`config.mk`:
```
export PLATFORM = sky130hd
export DESIGN_NAME = serial_cfg_store
export DESIGN_NICKNAME = d
export VERILOG_FILES = /design/src/rtl/scfg_pkg.sv /design/src/rtl/scfg_ctl_decode.sv /design/src/rtl/scfg_addr_counter.sv /design/src/rtl/scfg_bit_source.sv /design/src/rtl/serial_cfg_store.sv
export SDC_FILE = /design/constraint.sdc
export NUM_CORES = 1
export LEC_CHECK = 0
export ABC_AREA = 0
export BUFFER_PORTS_ARGS = -buffer_cell sky130_fd_sc_hd__clkbuf_2
export CORE_AREA = 4 4 58 60
export DETAILED_ROUTE_END_ITERATION = 10
export DIE_AREA = 0 0 62 64
export SYNTH_ARGS = -nofsm -noshare
export SYNTH_HDL_FRONTEND = slang
export SYNTH_SLANG_ARGS = --single-unit
```
`constraint.sdc`:
```
create_clock -name clk -period 4.6 [get_ports clk]
set_clock_uncertainty 0.15 [all_clocks]
set_input_delay 0.23 -clock clk [delete_from_list [all_inputs] [get_ports clk]]
set_output_delay 0.23 -clock clk [all_outputs]
set_load 0.03 [all_outputs]
```
`src/rtl/scfg_pkg.sv`:
```
package scfg_pkg;

   typedef struct packed {
      logic clear;    // pointer held at zero
      logic drive;    // data pin driven
      logic standby;  // low-power state
   } scfg_ctl_t;

   function automatic logic scfg_pattern_bit(input logic [31:0] addr,
                                             input logic [31:0] mask,
                                             input logic        inv);
      return (^(addr & mask)) ^ inv;
   endfunction

endpackage

```
`src/rtl/scfg_ctl_decode.sv`:
```
module scfg_ctl_decode
   import scfg_pkg::*;
#(
   parameter bit RESET_HIGH = 1'b1
) (
   input  logic      sel_n,
   input  logic      rst_oe,
   output scfg_ctl_t ctl
);
   logic rst_lvl;

   generate
      if (RESET_HIGH) begin : g_pol_high
         assign rst_lvl = rst_oe;
      end else begin : g_pol_low
         assign rst_lvl = ~rst_oe;
      end
   endgenerate

   always_comb begin
      ctl.clear   = rst_lvl | sel_n;
      ctl.drive   = ~rst_lvl & ~sel_n;
      ctl.standby = sel_n;
   end

   // drive and clear are never both set
   always_comb begin
      a_drive_excl_r8 : assert (!(ctl.drive && ctl.clear));
   end
endmodule

```
`src/rtl/scfg_addr_counter.sv`:
```
module scfg_addr_counter #(
   parameter int DEPTH  = 197696,
   parameter int ADDR_W = (DEPTH > 1) ? $clog2(DEPTH) : 1
) (
   input  logic              clk,
   input  logic              clear,
   output logic [ADDR_W-1:0] addr
);
   localparam logic [ADDR_W-1:0] LAST = ADDR_W'(DEPTH - 1);

   always_ff @(posedge clk or posedge clear) begin
      if (clear)
         addr <= '0;
      else if (addr != LAST)
         addr <= addr + 1'b1;
   end

   p_step_r1 : assert property (@(posedge clk) disable iff (clear)
      (addr != LAST) |=> (addr == $past(addr) + 1'b1));
   p_hold_last_r5 : assert property (@(posedge clk) disable iff (clear)
      (addr == LAST) |=> (addr == LAST));
   p_zero_clear_r2 : assert property (@(posedge clk)
      clear |-> (addr == '0));
endmodule

```
`src/rtl/scfg_bit_source.sv`:
```
module scfg_bit_source
   import scfg_pkg::*;
#(
   parameter int          ADDR_W   = 18,
   parameter logic [31:0] PAT_MASK = 32'h0002_D5A7,
   parameter bit          PAT_INV  = 1'b1
) (
   input  logic [ADDR_W-1:0] addr,
   output logic              bit_out
);
   always_comb bit_out = scfg_pattern_bit(32'(addr), PAT_MASK, PAT_INV);
endmodule

```
`src/rtl/serial_cfg_store.sv`:
```
module serial_cfg_store
   import scfg_pkg::*;
#(
   parameter int          DEPTH      = 197696,
   parameter bit          RESET_HIGH = 1'b1,
   parameter logic [31:0] PAT_MASK   = 32'h0002_D5A7,
   parameter bit          PAT_INV    = 1'b1
) (
   input  logic clk,
   input  logic sel_n,
   input  logic rst_oe,
   output logic dout,
   output logic dout_en,
   output logic standby
);
   localparam int ADDR_W = (DEPTH > 1) ? $clog2(DEPTH) : 1;

   generate
      if (DEPTH < 2) begin : g_bad_depth
         $error("serial_cfg_store: DEPTH must be at least 2");
      end
      if (DEPTH > 32'h7FFF_FFFF) begin : g_bad_depth_hi
         $error("serial_cfg_store: DEPTH exceeds 31-bit address range");
      end
   endgenerate

   scfg_ctl_t         ctl;
   logic [ADDR_W-1:0] addr;
   logic              raw_bit;

   scfg_ctl_decode #(.RESET_HIGH(RESET_HIGH)) u_decode (
      .sel_n  (sel_n),
      .rst_oe (rst_oe),
      .ctl    (ctl)
   );

   scfg_addr_counter #(.DEPTH(DEPTH), .ADDR_W(ADDR_W)) u_counter (
      .clk   (clk),
      .clear (ctl.clear),
      .addr  (addr)
   );

   scfg_bit_source #(.ADDR_W(ADDR_W), .PAT_MASK(PAT_MASK), .PAT_INV(PAT_INV)) u_bits (
      .addr    (addr),
      .bit_out (raw_bit)
   );

   assign dout    = ctl.drive & raw_bit;
   assign dout_en = ctl.drive;
   assign standby = ctl.standby;

   p_standby_quiet_r4 : assert property (@(posedge clk) disable iff (ctl.clear && !sel_n)
      standby |-> !dout_en);
   p_restart_zero_r6 : assert property (@(posedge clk) disable iff (ctl.clear)
      $rose(dout_en) |-> (addr == '0));
   p_idle_low_r8 : assert property (@(posedge clk)
      !dout_en |-> !dout);
endmodule

```
==> run metrics <==
CTS Buffer Depth=2; largest family of logic cells by synthesized area=simple AND/OR/NAND/NOR gates; final wirelength=around 1.6 mm; final setup fails=0; Buf/Inv on CP=2; Post-DP Area=a little over 1000 µm²; Routed Antenna Nets=0; beginning of the critical path=u_counter.addr[14]$_DFFE_PN0P_; top-area cell type share of the netlist area=between 40% and 50%; clock root cell=clkbuf_4; largest registers=u_counter.addr (18); Worst path slowest cell=dfrtp_1; CP most frequent cell=xnor2_1; Syn Inst Count=89; Post-Synth Adder-Cell Area=just under 4%; Power Density=approximately 250 nW/µm²; clk_lat worst skew=slightly below 0.3 ns; Port Buf Inserts=5; Mapped Area=between 900 and 1000 µm²; Synth Area in Compound Gates=3.385%; fin crit share=54.50%; startpoint types=register; max cap viols=0; worst hold path type=register to register; Leak Pwr=between 0.4 and 0.5 nW; post-synth cell types=23; hold path start=u_counter.addr[16]$_DFFE_PN0P_; Area Overhead vs Synth=11.46%; Global Route Usage Sum=9.379%; ys flop type=dfrtp_1; row count=20; final core utilization=a little over a third; simple-gate area share of the yosys netlist=between 20% and 30%; core footprint=between 2000 and 3000 µm²; final-report max-slew violation count=0; max FFs per register=18; Non-Filler Instances=130; initial antenna violation count=0; drt first pass iters=3; Post-Syn Nets=between 90 and 100; Worst IR Drop VDD=between 0.08 and 0.09 mV; max incr delay on CP=roughly 0.44 ns; EDFF count, synth=0; nets=~100; Clk pin slew, worst setup/hold paths=around 0.10 ns; count leader, synth=dfrtp_1; Wirelength per Cell=12.05 µm; CP required=about 4.2 ns; Setup crit end kind=output pin; grt ovf=0; crit path max fanout=5; crit path DAT=approximately 2.1 ns; Ys Warns=0; Syn Area/Cell=10.80 µm²; Post-Route Setup TNS=0 ns; Vias/cell=4.738; die width=between 60 and 70 µm; sequential element share of the synthesized area=46.88%; Post-route DRC=0; DIE HEIGHT=between 60 and 70 µm; num ports=6; status=completed; ANT cells=0; CP Class=register to output pin; vias in the first global route=597; initial core utilization=32.82%; vias=616; fin area=between 1000 and 1500 µm²; top post-synthesis cells by count=dfrtp_1, xnor2_1, nand2_1; post-synthesis xor/xnor area fraction=between 10% and 20%; Inst Count DP=124; mux share of post-synthesis cell area=under 10%; unrepaired setup endpoints after global routing=no; relative slew slack=between 80 and 90%; critical path, cell by cell=inv_1 -> ha_1 -> xnor2_1 -> xnor3_1 -> xnor2_1 -> nor3_1 -> clkbuf_2; total die area=3968 µm²; Synth Register Bits=18; cell type with the largest total area after synthesis=dfrtp_1; H-tree level count=1; Reg with most FFs=u_counter.addr; Setup Buffers After CTS=0; layout cells sized above 1=between 10% and 20%; Final min period=2.507 ns; Placer Congestion=~0.76; top cell family by delay on the critical path=XOR/XNOR gates; fmax=around 400 MHz; first-pass GRT wire length=approximately 2.7 mm; CTS tree=done; RR Startpoint=u_counter.addr[12]$_DFFE_PN0P_; Worst Setup Slack, final=about 2.1 ns; Hold Fails Final Rpt=0; top cells by area, synth=dfrtp_1, xnor2_1, and2_1; clk sink count=18; initial DRC count=14; pre-CTS WS=~2.4 ns; largest net degree at the start of global routing=20; fraction of registers with async set/reset=100.0%; Worst-Margin Slew=about 0.27 ns; Num CTS Buffers=3; Post-DP HPWL=between 1 and 1.5 mm
cells by family (layout without fill, tap and decap cells):
| logic type | after synthesis | after routing |
|---|---|---|
| AOI/OAI and AO/OA | 6 | 6 |
| xor gates and xnor gates | 20 | 20 |
| adders and majority gates | 3 | 3 |
| buffers and inverters | 6 | 14 |
| DFF | 18 | 18 |
| muxes | 1 | 1 |
| and+or+nand+nor | 35 | 35 |
what timing repair did:
item | CTS | global route
resized for setup | 0 | 0
endpoints found under the hold margin | 18 | 0
hold buffers | 2 | 0
setup endpoints to repair | 0 | 0
metrics by stage:
step | total power [mW] | hold slack, ns
after floorplan | 0.1675 | 0.3091
after global routing | 0.2795 | 0.3850
after global placement | 0.1708 | 0.1537
after CTS | 0.2687 | 0.3505
final | 0.2653 | 0.3464
after detailed placement | 0.1709 | 0.1600
cell usage in the layout (no fill, tap or decap), drive strengths merged:
cell         synthesis  routed
buf                  2       1
or3                  1       1
nor2                 3       3
mux2                 1       1
nand3                5       5
nor3                 1       1
xor2                 2       2
xnor3                1       1
and2                 6       6
dlygate4sd3          0       2
nand4                3       3
nor4b                2       2
dfrtp               18      18
inv                  2       2
ha                   3       3
o21ai                1       1
and4                 2       2
and3                 5       5
o31ai                1       1
nand2                7       7
a21oi                4       4
clkbuf               2       9
xnor2               17      17
power by group:
group | switching (mW) | internal, mW | leakage [nW] | total [mW]
clock | 0.0484 | 0.0482 | 0.0210 | 0.0966
combinational | 0.00718 | 0.00341 | 0.222 | 0.0106
sequential | 0 | 0.158 | 0.239 | 0.158
total | 0.0556 | 0.210 | 0.482 | 0.265
path summary, 6_finish.rpt:
kind	endpoint	slack (ns)	cells past startpoint
setup / recovery	dout	2.09	7
hold / removal	u_counter.addr[16]$_DFFE_PN0P_	0.35	1
setup reg to reg	u_counter.addr[1]$_DFFE_PN0P_	2.60	4
hold reg to reg	u_counter.addr[16]$_DFFE_PN0P_	0.35	1
max in group asynchronous	u_counter.addr[0]$_DFFE_PN0P_	3.18	5
min in group asynchronous	u_counter.addr[16]$_DFFE_PN0P_	0.39	4
layout make-up:
class / count / area (µm²)
fillers: 290 / 1857
clock buffers: 4 / 36.28
well taps: 33 / 41.29
flip-flops and latches: 18 / 450.4
multi-input cells: 65 / 483.0
inverters: 2 / 7.507
repair buffers: 8 / 52.55
routing by layer:
metal / GRT usage (%) / routed length [µm] / part of all wire, % / up-vias
met5: 0 / 0 / 0 / -
met2: 13.47 / 686 / 44 / 8
met1: 12.31 / 789 / 50 / 287
met4: 4.775 / 30 / 1.9 / 0
met3: 3.030 / 59 / 3.8 / 4
li1: - / - / - / 317
Power figures use the tool's default switching activity.
